==> src/rtl/spi_port_pkg.sv <==
package spi_port_pkg;
  localparam int BITS = 8;

  typedef enum logic [3:0] {
    MODE_M_FAST = 4'd0,
    MODE_M_MID  = 4'd1,
    MODE_M_SLOW = 4'd2,
    MODE_M_TMR  = 4'd3,
    MODE_S_SEL  = 4'd4,
    MODE_S_FREE = 4'd5
  } portMode_e;

  typedef struct packed {
    logic start;
    logic sample;
    logic shift;
    logic done;
    logic abort;
    logic sdiBit;
  } spiStrobe_t;
endpackage

==> src/rtl/spi_port_ctrl.sv <==
module spi_port_ctrl
  import spi_port_pkg::*;
#(
  parameter int DIV_FAST    = 4,
  parameter int DIV_MID     = 16,
  parameter int DIV_SLOW    = 64,
  parameter int SYNC_STAGES = 2
) (
  input  logic       clk,
  input  logic       rstN,
  input  logic       enable,
  input  logic [3:0] mode,
  input  logic       cpol,
  input  logic       cpha,
  input  logic       sampleLate,
  input  logic       bufWrEn,
  input  logic       timerPulse,
  input  logic       sckIn,
  input  logic       ssN,
  input  logic       sdiIn,
  output spiStrobe_t stb,
  output logic       busy,
  output logic       sckOut,
  output logic       sckOutEn,
  output logic       sdoOutEn
);
  localparam int CNT_W     = $clog2(DIV_SLOW / 2);
  localparam int HC_W      = $clog2(2 * BITS + 1);
  localparam int BC_W      = $clog2(BITS);
  localparam int LAST_HALF = 2 * BITS;

  logic isMaster, isSlave, ssUsed;
  assign isMaster = enable && (mode == MODE_M_FAST || mode == MODE_M_MID ||
                               mode == MODE_M_SLOW || mode == MODE_M_TMR);
  assign isSlave  = enable && (mode == MODE_S_SEL || mode == MODE_S_FREE);
  assign ssUsed   = (mode == MODE_S_SEL);

  // input synchronisers
  logic [SYNC_STAGES-1:0] sckSh, ssSh, sdiSh;
  logic sckDly, ssDly;
  logic sckSync, ssSync, sdiSync;
  assign sckSync = sckSh[SYNC_STAGES-1];
  assign ssSync  = ssSh[SYNC_STAGES-1];
  assign sdiSync = sdiSh[SYNC_STAGES-1];

  always_ff @(posedge clk or negedge rstN) begin
    if (!rstN) begin
      sckSh  <= '0;
      ssSh   <= '1;
      sdiSh  <= '0;
      sckDly <= 1'b0;
      ssDly  <= 1'b1;
    end else begin
      sckSh  <= {sckSh[SYNC_STAGES-2:0], sckIn};
      ssSh   <= {ssSh[SYNC_STAGES-2:0], ssN};
      sdiSh  <= {sdiSh[SYNC_STAGES-2:0], sdiIn};
      sckDly <= sckSync;
      ssDly  <= ssSync;
    end
  end

  // master clock generation
  logic             running, sckReg, tick, accept, mStart;
  logic [HC_W-1:0]  halfCnt, sOff, oOff;
  logic [CNT_W-1:0] divCnt, halfMax;
  logic             mSample, mShift, mDone;

  always_comb begin
    case (mode)
      MODE_M_MID:  halfMax = CNT_W'(DIV_MID / 2 - 1);
      MODE_M_SLOW: halfMax = CNT_W'(DIV_SLOW / 2 - 1);
      default:     halfMax = CNT_W'(DIV_FAST / 2 - 1);
    endcase
  end

  assign tick    = running && ((mode == MODE_M_TMR) ? timerPulse : (divCnt == halfMax));
  assign accept  = bufWrEn && !busy && (isMaster || isSlave);
  assign mStart  = accept && isMaster;
  assign sOff    = HC_W'(cpha) + HC_W'(sampleLate);
  assign oOff    = HC_W'(1) + HC_W'(cpha);
  assign mSample = tick && halfCnt >= sOff && halfCnt <= sOff + HC_W'(LAST_HALF - 2) &&
                   (halfCnt[0] == sOff[0]);
  assign mShift  = tick && halfCnt >= oOff && halfCnt <= oOff + HC_W'(LAST_HALF - 4) &&
                   (halfCnt[0] == oOff[0]);
  assign mDone   = tick && halfCnt == HC_W'(LAST_HALF);

  always_ff @(posedge clk or negedge rstN) begin
    if (!rstN) begin
      running <= 1'b0;
      halfCnt <= '0;
      divCnt  <= '0;
      sckReg  <= 1'b0;
    end else if (!isMaster) begin
      running <= 1'b0;
      halfCnt <= '0;
      divCnt  <= '0;
      sckReg  <= cpol;
    end else if (mStart) begin
      running <= 1'b1;
      halfCnt <= '0;
      divCnt  <= '0;
      sckReg  <= cpol;
    end else if (running) begin
      divCnt <= tick ? '0 : divCnt + 1'b1;
      if (tick) begin
        halfCnt <= halfCnt + 1'b1;
        if (halfCnt < HC_W'(LAST_HALF)) sckReg <= ~sckReg;
        else                            running <= 1'b0;
      end
    end else begin
      sckReg <= cpol;
    end
  end

  // slave edge tracking
  logic            sckRise, sckFall, leadEdge, trailEdge, ssActive, ssRose;
  logic            sSample, sShift, sDone, sAbort;
  logic [BC_W-1:0] bitCnt;

  assign sckRise   = sckSync && !sckDly;
  assign sckFall   = !sckSync && sckDly;
  assign leadEdge  = cpol ? sckFall : sckRise;
  assign trailEdge = cpol ? sckRise : sckFall;
  assign ssActive  = isSlave && (!ssUsed || !ssSync);
  assign ssRose    = ssSync && !ssDly;
  assign sSample   = ssActive && (cpha ? trailEdge : leadEdge);
  assign sShift    = ssActive && (cpha ? leadEdge : trailEdge) && (bitCnt != '0);
  assign sDone     = sSample && (bitCnt == BC_W'(BITS - 1));
  assign sAbort    = isSlave && ssUsed && ssRose;

  always_ff @(posedge clk or negedge rstN) begin
    if (!rstN)                                     bitCnt <= '0;
    else if (!isSlave || (ssUsed && ssSync))       bitCnt <= '0;
    else if (sSample)                              bitCnt <= bitCnt + 1'b1;
  end

  assign busy     = running || (isSlave && bitCnt != '0);
  assign sckOut   = sckReg;
  assign sckOutEn = isMaster;
  assign sdoOutEn = isMaster || ssActive;

  always_comb begin
    stb.start  = accept;
    stb.sample = mSample || sSample;
    stb.shift  = mShift || sShift;
    stb.done   = mDone || sDone;
    stb.abort  = sAbort;
    stb.sdiBit = isMaster ? sdiIn : sdiSync;
  end

  p_sck_idle_r4: assert property (@(posedge clk) disable iff (!rstN)
    isMaster && !running && $past(isMaster) && $past(rstN) && $stable(cpol) |-> sckReg == cpol);
  p_half_range_r3: assert property (@(posedge clk) disable iff (!rstN)
    running |-> halfCnt <= HC_W'(LAST_HALF));
  p_deselect_idle_r7: assert property (@(posedge clk) disable iff (!rstN)
    isSlave && ssUsed && ssSync |=> bitCnt == '0);
endmodule

==> src/rtl/spi_port_dp.sv <==
module spi_port_dp
  import spi_port_pkg::*;
(
  input  logic            clk,
  input  logic            rstN,
  input  logic            enable,
  input  spiStrobe_t      stb,
  input  logic            busy,
  input  logic            bufWrEn,
  input  logic [BITS-1:0] bufWrData,
  input  logic            bufRdEn,
  output logic [BITS-1:0] bufRdData,
  output logic            bufFull,
  output logic            writeCollision,
  output logic            rxOverflow,
  output logic            xferDone,
  output logic            sdoOut
);
  logic [BITS-1:0] txHold, txShift, rxShift, rxBuf, rxNext;

  assign rxNext = stb.sample ? {rxShift[BITS-2:0], stb.sdiBit} : rxShift;

  always_ff @(posedge clk or negedge rstN) begin
    if (!rstN) begin
      txHold         <= '0;
      txShift        <= '0;
      rxShift        <= '0;
      rxBuf          <= '0;
      bufFull        <= 1'b0;
      writeCollision <= 1'b0;
      rxOverflow     <= 1'b0;
      xferDone       <= 1'b0;
    end else begin
      if (stb.start) begin
        txHold  <= bufWrData;
        txShift <= bufWrData;
      end else if (stb.abort) begin
        txShift <= txHold;
      end else if (stb.shift) begin
        txShift <= {txShift[BITS-2:0], 1'b0};
      end
      if (stb.sample) rxShift <= rxNext;
      xferDone <= stb.done;
      if (!enable) begin
        bufFull        <= 1'b0;
        writeCollision <= 1'b0;
        rxOverflow     <= 1'b0;
      end else begin
        if (bufWrEn && busy) writeCollision <= 1'b1;
        if (stb.done && bufFull && !bufRdEn) begin
          rxOverflow <= 1'b1;
        end else if (stb.done) begin
          rxBuf   <= rxNext;
          bufFull <= 1'b1;
        end else if (bufRdEn) begin
          bufFull <= 1'b0;
        end
      end
    end
  end

  assign bufRdData = rxBuf;
  assign sdoOut    = txShift[BITS-1];

  p_full_from_done_r9: assert property (@(posedge clk) disable iff (!rstN)
    $rose(bufFull) |-> $past(stb.done));
  p_collision_r10: assert property (@(posedge clk) disable iff (!rstN)
    enable && bufWrEn && busy |=> writeCollision || !enable);
  p_overflow_keep_r11: assert property (@(posedge clk) disable iff (!rstN)
    enable && stb.done && bufFull && !bufRdEn |=> rxOverflow && $stable(rxBuf));
endmodule

==> src/rtl/spi_port.sv <==
module spi_port
  import spi_port_pkg::*;
#(
  parameter int DIV_FAST    = 4,
  parameter int DIV_MID     = 16,
  parameter int DIV_SLOW    = 64,
  parameter int SYNC_STAGES = 2
) (
  input  logic       clk,
  input  logic       rstN,
  input  logic       enable,
  input  logic [3:0] modeSel,
  input  logic       clkIdleHigh,
  input  logic       clkPhase,
  input  logic       sampleLate,
  input  logic       bufWrEn,
  input  logic [7:0] bufWrData,
  input  logic       bufRdEn,
  output logic [7:0] bufRdData,
  output logic       bufFull,
  output logic       writeCollision,
  output logic       rxOverflow,
  output logic       xferDone,
  input  logic       timerPulse,
  input  logic       sckIn,
  output logic       sckOut,
  output logic       sckOutEn,
  input  logic       sdiIn,
  output logic       sdoOut,
  output logic       sdoOutEn,
  input  logic       ssN
);
  spiStrobe_t stb;
  logic       busy;

  spi_port_ctrl #(
    .DIV_FAST(DIV_FAST), .DIV_MID(DIV_MID), .DIV_SLOW(DIV_SLOW), .SYNC_STAGES(SYNC_STAGES)
  ) i_ctrl (
    .clk(clk), .rstN(rstN), .enable(enable), .mode(modeSel), .cpol(clkIdleHigh),
    .cpha(clkPhase), .sampleLate(sampleLate), .bufWrEn(bufWrEn), .timerPulse(timerPulse),
    .sckIn(sckIn), .ssN(ssN), .sdiIn(sdiIn), .stb(stb), .busy(busy), .sckOut(sckOut),
    .sckOutEn(sckOutEn), .sdoOutEn(sdoOutEn)
  );

  spi_port_dp i_dp (
    .clk(clk), .rstN(rstN), .enable(enable), .stb(stb), .busy(busy), .bufWrEn(bufWrEn),
    .bufWrData(bufWrData), .bufRdEn(bufRdEn), .bufRdData(bufRdData), .bufFull(bufFull),
    .writeCollision(writeCollision), .rxOverflow(rxOverflow), .xferDone(xferDone),
    .sdoOut(sdoOut)
  );
endmodule

==> config.mk <==
export PLATFORM = sky130hd
export DESIGN_NAME = spi_port
export DESIGN_NICKNAME = d
export VERILOG_FILES = /design/src/rtl/spi_port_pkg.sv /design/src/rtl/spi_port_ctrl.sv /design/src/rtl/spi_port_dp.sv /design/src/rtl/spi_port.sv
export SDC_FILE = /design/constraint.sdc
export NUM_CORES = 1
export LEC_CHECK = 0
export BUFFER_PORTS_ARGS = -buffer_cell sky130_fd_sc_hd__buf_2
export CAP_MARGIN = 40
export CORE_UTILIZATION = 25
export CTS_CLUSTER_SIZE = 12
export DETAILED_ROUTE_END_ITERATION = 10
export SLEW_MARGIN = 5
export SYNTH_ARGS = -nofsm -noshare
export SYNTH_HDL_FRONTEND = slang
export SYNTH_SLANG_ARGS = --single-unit
export TNS_END_PERCENT = 20
==> constraint.sdc <==
create_clock -name clk -period 2.8 [get_ports clk]
set_input_delay 0 -clock clk [delete_from_list [all_inputs] [get_ports clk]]
set_output_delay 0 -clock clk [all_outputs]
set_load 0.005 [all_outputs]
==> results.py, run 1 <==
metrics = {
    "power": {
        "peakVddDrop_v": 0.000310,
        "total_power_mw": 2.26,
        "p_leak_nw": 1.88,
        "p_per_area_nw_per_um2": 597,
    },
    "timing": {
        "fmax_mhz": 417,
        "finalMaxSlewViolations": 0,
        "finClkSkew_ps": 6.64,
        "slew_headroom": 0.636,
        "setup_viol": 0,
        "hold_violations": 0,
        "finalWorstSetupSlack_ps": 401,
        "fin_crit_ps": 2400,
        "setup_tns_ps": 0,
        "worstMarginPinSlew_ps": 530,
        "fin_crit_sh": 0.857,
        "grt_setup_unrepaired": "no",
    },
    "detailed_routing": {
        "drt-vias-per-instance": 4.67,
        "num_vias": 2337,
        "first_iter_violations": 132,
        "dr.pass1.iters": 7,
        "drc": 4,
        "ant_nets": 0,
        "post_drt_wl_per_cell_um": 13.8,
        "routed_wl_um": 6910,
    },
    "yosys": {
        "synth_edf_count": 0,
        "ys_seq_area_frac": 0.495,
        "synth-warning-count": 0,
        "synth_cells": 291,
        "synthFlopType": "dfrtp_1",
        "synth_cell_types": 50,
        "synthesis.area_um2": 2990,
        "synth_area_per_cell_um2": 10.3,
        "ys_ff_latch": 59,
        "synth_nets": 330,
        "synth_async_sr_flop_share": 1.00,
    },
    "place": {
        "dp_hpwl_um": 4870,
        "portBuffers": 39,
        "pre_cts_slack_ps": 429,
        "gp_congestion": 0.801,
        "dpl.cell_count": 469,
    },
    "final_layout": {
        "drive_above_1_share": 0.207,
        "fin_cells": 500,
        "fin_util": 0.329,
        "diodes": 0,
        "final_nets": 391,
        "seq_area_um2": 1480,
        "multi_input_area_um2": 1430,
        "fill_cells": 1156,
        "area_delta_synth_final_pct": 26.9,
    },
    "global_route": {
        "grt_overflow": 0,
        "grt_usage": 0.119,
        "grt_pass1_wl_um": 11400,
        "grt_pass1_vias": 2327,
        "grt_max_degree": 35,
        "antenna_found_initial": 0,
    },
    "critical_path": {
        "path_cells": "or3b_1 > mux2i_1 > o21a_1 > o21ai_4 > o2111ai_4 > mux2_2",
        "worstPathRequired_ps": 3010,
        "cp_data_arrival_time_ps": 2610,
        "critPathMaxFanout": 9,
        "crit_type": "flop to flop",
        "worst_path_max_delay_cell": "dfrtp_1",
        "cpPeakStageDelay_ps": 420,
        "critPathLaunchType": "flop",
        "endpoint_kind": "flop",
    },
    "cts": {
        "cts_sinks": 59,
        "clkTransAtPathRegs_ps": 50,
        "htree_num_levels": 3,
        "cts-root-to-sink-buffers": 2,
        "cts_resized": 0,
        "cts_buffers": 9,
        "tritoncts": "yes",
        "clock_latency_ps": 330,
        "root_buffer": "clkbuf_16",
    },
    "die": {
        "rows": 39,
        "core_um2": 11500,
        "pin_count": 40,
        "die_y_um": 111,
        "die_width_um": 111,
        "die-area_um2": 12400,
        "initial_core_util": 0.259,
    },
    "outcome": {
        "status": "finished, violations left",
        "violations": "DRC",
    },
    "worst_hold_path": {
        "hold_path_class": "input pin to flop",
    },
    "job": {
        "max_cap_viol_count": 0,
    },
}
==> kinds of logic (layout without fill, tap and decap cells) <==
group,count (synthesis),count (layout),share of synthesized area
adders and majority gates,15,15,0.0628
buffers and inverters,20,86,0.0276
muxes,20,20,0.0708
and+or+nand+nor,108,108,0.173
DFF,59,59,0.495
xor gates and xnor gates,9,9,0.0264
AOI/OAI and AO/OA,60,60,0.144
==> stage by stage <==
step	hold slack (ps)	area [um2]
CTS	33.3	3790
finish	35.5	3790
global route	63.8	3790
global placement	107	3350
detailed placement	-126	3370
floorplan	-296	2990
==> cells in the mapped netlist, drive strengths merged (3+ instances only) <==
library cell	instances	area [um2]
nand2	43	161
mux2	9	101
buf	5	26.3
nand3	8	40.0
o211a	3	30.0
mux2i	11	110
nor2	23	86.3
xnor2	4	35.0
a211oi	3	27.5
nor3	6	30.0
and3	3	18.8
clkbuf	3	11.3
a21oi	8	40.0
nor2b	5	31.3
o211ai	5	42.5
xor2	5	43.8
inv	12	45.0
o21ai	21	116
a31oi	7	43.8
dfstp	3	78.8
ha	15	188
nand2b	8	50.1
dfrtp	56	1400
==> cells in the final DEF, fill, tap and decap left out, types with 4 or more instances in the layout <==
master         Yosys  final
a21oi_1            8      8
a31oi_1            7      7
buf_2              3     39
clkbuf_16          0      9
dfrtp_1           56     56
dlygate4sd3_1      0     15
ha_1              15     15
inv_1             12     12
mux2_2             9      9
mux2i_1           11     11
nand2_1           43     43
nand2b_1           8      8
nand3_1            8      8
nor2_1            23     23
nor2b_1            5      5
nor3_1             6      6
o211ai_1           4      4
o21ai_0           18     18
xnor2_1            4      4
xor2_1             5      5
==> layout make-up <==
cell class	count	share of cell area
clock buffer	14	0.0696
clock inverter	2	0.00264
inverter	12	0.0119
multi-input combinational	212	0.376
sequential	59	0.390
tap	143	0.0472
timing repair buffer	58	0.102
==> sequential cells by signal, indices dropped and copies added, names as in the netlist, 2 cells and up <==
name            flops
i_ctrl.ssSh         2
i_ctrl.bitCnt       3
i_dp.bufRdData      8
i_dp.rxShift        8
i_ctrl.sdiSh        2
i_dp.txShift        8
i_ctrl.sckSh        2
i_dp.txHold         8
i_ctrl.divCnt       5
i_ctrl.halfCnt      5
==> repair_timing <==
action,4_1_cts,5_1_grt
hold buffers,15,0
hold endpoints to repair,75,0
buffers inserted,0,0
==> worst max-delay path: cells and delay by family (launching register included) <==
kind / cells / cell delay, ps
compound gates: 3 / 900
flops: 1 / 420
mux: 2 / 560
simple gates: 1 / 400
==> where the power goes <==
part,internal [mW],switching (mW)
Combinational,0.134,0.125
Sequential,0.946,0.0478
Clock,0.643,0.368
==> layer usage <==
| layer | wire (um) | global-route usage | up-vias |
|---|---|---|---|
| li1 | - | - | 1149 |
| met1 | 3430 | 0.159 | 1138 |
| met2 | 3080 | 0.176 | 36 |
| met3 | 243 | 0.0301 | 14 |
| met4 | 158 | 0.0667 | 0 |
| met5 | 0 | 0 | - |
==> path summary, 6_finish.rpt <==
check / start / to / slack (ps) / cells past startpoint
min in group asynchronous: rstN / i_dp.bufFull / 80 / 2
worst min-delay path: bufWrEn / i_dp.writeCollision / 40 / 3
worst max register to register: i_ctrl.divCnt[3] / i_dp.txShift[4] / 400 / 6
worst min register to register: i_ctrl.sdiSh[0] / i_ctrl.sdiSh[1] / 350 / 0
max in group asynchronous: rstN / i_ctrl.ssDly / 2200 / 3
worst max-delay path: i_ctrl.divCnt[3] / i_dp.txShift[4] / 400 / 6
Note: power is estimated with default switching activity, not from simulation.
==> run 2, diff against run 1 <==
--- a/config.mk
+++ b/config.mk
@@ -9,3 +9,3 @@
 export CAP_MARGIN = 40
-export CORE_UTILIZATION = 25
+export CORE_UTILIZATION = 30
 export CTS_CLUSTER_SIZE = 12
--- a/constraint.sdc
+++ b/constraint.sdc
@@ -3,2 +3,2 @@
 set_output_delay 0 -clock clk [all_outputs]
-set_load 0.005 [all_outputs]
+set_load 0.02 [all_outputs]
==> results.py, run 2 (synthesis results as in run 1) <==
metrics = {
    "detailed_routing": {
        "num_vias": 2324,
        "post_drt_wl_per_cell_um": 13.5,
        "drt-vias-per-instance": 4.74,
        "first_iter_violations": 100,
        "dr.pass1.iters": 4,
        "drc": 0,
        "ant_nets": 0,
        "routed_wl_um": 6600,
    },
    "cts": {
        "cts_resized": 0,
        "tritoncts": "yes",
        "cts-root-to-sink-buffers": 2,
        "cts_buffers": 9,
        "cts_sinks": 59,
        "htree_num_levels": 3,
        "clock_latency_ps": 340,
        "clkTransAtPathRegs_ps": 70,
        "root_buffer": "clkbuf_8",
    },
    "die": {
        "rows": 36,
        "die-area_um2": 10400,
        "pin_count": 40,
        "die_width_um": 102,
        "initial_core_util": 0.307,
        "die_y_um": 102,
        "core_um2": 9730,
    },
    "final_layout": {
        "final_nets": 391,
        "final_area_um2": 3690,
        "layout_common_cells": "56 x dfrtp_1, 43 x nand2_1, 39 x buf_2",
        "area_delta_synth_final_pct": 23.5,
        "drive_above_1_share": 0.210,
        "fin_util": 0.379,
        "layout_commonest_cell": "dfrtp_1",
        "diodes": 0,
        "fill_cells": 1014,
    },
    "power": {
        "power_frac_seq": 0.489,
        "p_int_mw": 1.51,
        "p_sw_mw": 0.522,
        "peakVddDrop_v": 0.000218,
        "pwr-share-clk": 0.380,
        "swShare": 0.257,
        "p_leak_nw": 1.83,
        "p_comb_frac": 0.131,
        "p_per_area_nw_per_um2": 550,
    },
    "timing": {
        "fin_crit_sh": 0.847,
        "finClkSkew_ps": 8.39,
        "hold_violations": 0,
        "fmax_mhz": 422,
        "setup_tns_ps": 0,
        "grt_setup_unrepaired": "no",
        "finalMaxSlewViolations": 0,
        "fin_crit_ps": 2370,
        "setup_viol": 0,
        "slew_headroom": 0.629,
        "worstMarginPinSlew_ps": 556,
    },
    "place": {
        "dp_hpwl_um": 4780,
        "gp_congestion": 0.822,
        "portBuffers": 39,
        "dpl-instance-area_um2": 3330,
    },
    "critical_path": {
        "worst_path_max_delay_cell": "dfrtp_1",
        "ff2ff_setup_slack_ps": 430,
        "crit_type": "flop to flop",
        "critPathMaxFanout": 9,
        "cp_top_family": "compound AO/OA/AOI/OAI gates",
        "r2r-start": "i_ctrl.divCnt[3]",
        "r2r-end": "i_dp.txShift[4]",
        "cp_data_arrival_time_ps": 2600,
        "endpoint_kind": "flop",
        "critPathLaunchType": "flop",
        "path_cells": "or3b_1 > mux2i_1 > o21a_1 > o21ai_4 > o2111ai_4 > mux2_2",
        "worstPathRequired_ps": 3020,
        "critical_path_buf_inv_count": 0,
        "cpPeakStageDelay_ps": 420,
        "worstRegToRegCells": 6,
    },
    "job": {
        "max_cap_viol_count": 0,
    },
    "global_route": {
        "grt_overflow": 0,
        "grt_max_degree": 38,
        "grt_usage": 0.141,
        "antenna_found_initial": 0,
        "grt_pass1_wl_um": 11100,
        "grt_pass1_vias": 2387,
    },
    "worst_hold_path": {
        "hold_end": "i_ctrl.running",
        "hold_path_startpoint": "modeSel[3]",
        "hold_path_class": "input pin to flop",
        "min_path_cells": 4,
    },
    "outcome": {
        "status": "finished clean",
    },
}
## run 2: changes by cell type in the layout (fill, tap and decap cells not counted), sizes merged
| cell | previous run | this run |
|---|---|---|
| dlygate4sd3 | 15 | 16 |
| buf | 43 | 42 |
| clkbuf | 14 | 11 |
| clkinv | 2 | 3 |
| clkinvlp | 0 | 1 |
| bufinv | 0 | 1 |
## run 2: metal layers
| metal | track usage | part of all wire | up-vias |
|---|---|---|---|
| li1 | - | - | 1144 |
| met1 | 0.174 | 0.46 | 1128 |
| met2 | 0.230 | 0.48 | 41 |
| met3 | 0.0414 | 0.051 | 11 |
| met4 | 0.0591 | 0.017 | 0 |
| met5 | 0 | 0 | - |
## run 2: area by class of cell
| class | count | area, um2 | area share |
|---|---|---|---|
| flip-flops and latches | 59 | 1480 | 0.401 |
| multi-input cells | 212 | 1430 | 0.386 |
| repair buffers | 58 | 378 | 0.102 |
| well taps | 133 | 166 | 0.0451 |
| clock buffers | 11 | 141 | 0.0383 |
| clock inverters | 5 | 52.6 | 0.0142 |
| inverters | 12 | 45.0 | 0.0122 |
## run 2: worst max path at each step
stage	slack (ps)	from	to	depth (start not counted)
after floorplan	730	i_ctrl.divCnt[3]	i_dp.txShift[1]	7
final	430	i_ctrl.divCnt[3]	i_dp.txShift[4]	6
after global routing	340	i_ctrl.divCnt[3]	i_dp.txShift[2]	6
after global placement	480	i_ctrl.divCnt[3]	i_dp.txShift[1]	6
after detailed placement	420	i_ctrl.divCnt[3]	i_dp.txShift[4]	6
after CTS	410	i_ctrl.divCnt[3]	i_dp.txShift[4]	6
## run 2: worst min-delay path, delay by kind of cell
| family | cells | cell delay, ps |
|---|---|---|
| AND/OR/NAND/NOR | 2 | 210 |
| AO/OA/AOI/OAI | 1 | 50 |
| buffers and inverters | 1 | 130 |
## run 2: power by group through the flow
stage / Combinational (mW) / Sequential [mW] / Clock (mW)
2_1_floorplan: 0.160 / 1.00 / 0
3_3_place_gp: 0.245 / 1.00 / 0
3_5_place_dp: 0.253 / 1.00 / 0
4_1_cts: 0.270 / 0.990 / 0.795
5_1_grt: 0.299 / 1.00 / 0.835
6_report: 0.265 / 0.991 / 0.772
## run 2: what timing repair did
action	CTS	global route
buffers inserted	0	0
hold endpoints to repair	39	0
hold buffers	16	0
## run 2: stage by stage
| step | worst slack [ps] | std cells | power, mW | hold WS (ps) |
|---|---|---|---|---|
| CTS | 414 | 490 | 2.06 | 77.4 |
| detailed placement | 422 | 458 | 1.26 | 16.8 |
| floorplan | 727 | 291 | 1.16 | -296 |
| global placement | 482 | 458 | 1.25 | 4.84 |
| global route | 337 | 490 | 2.14 | 120 |
| finish | 429 | 490 | 2.03 | 99.5 |
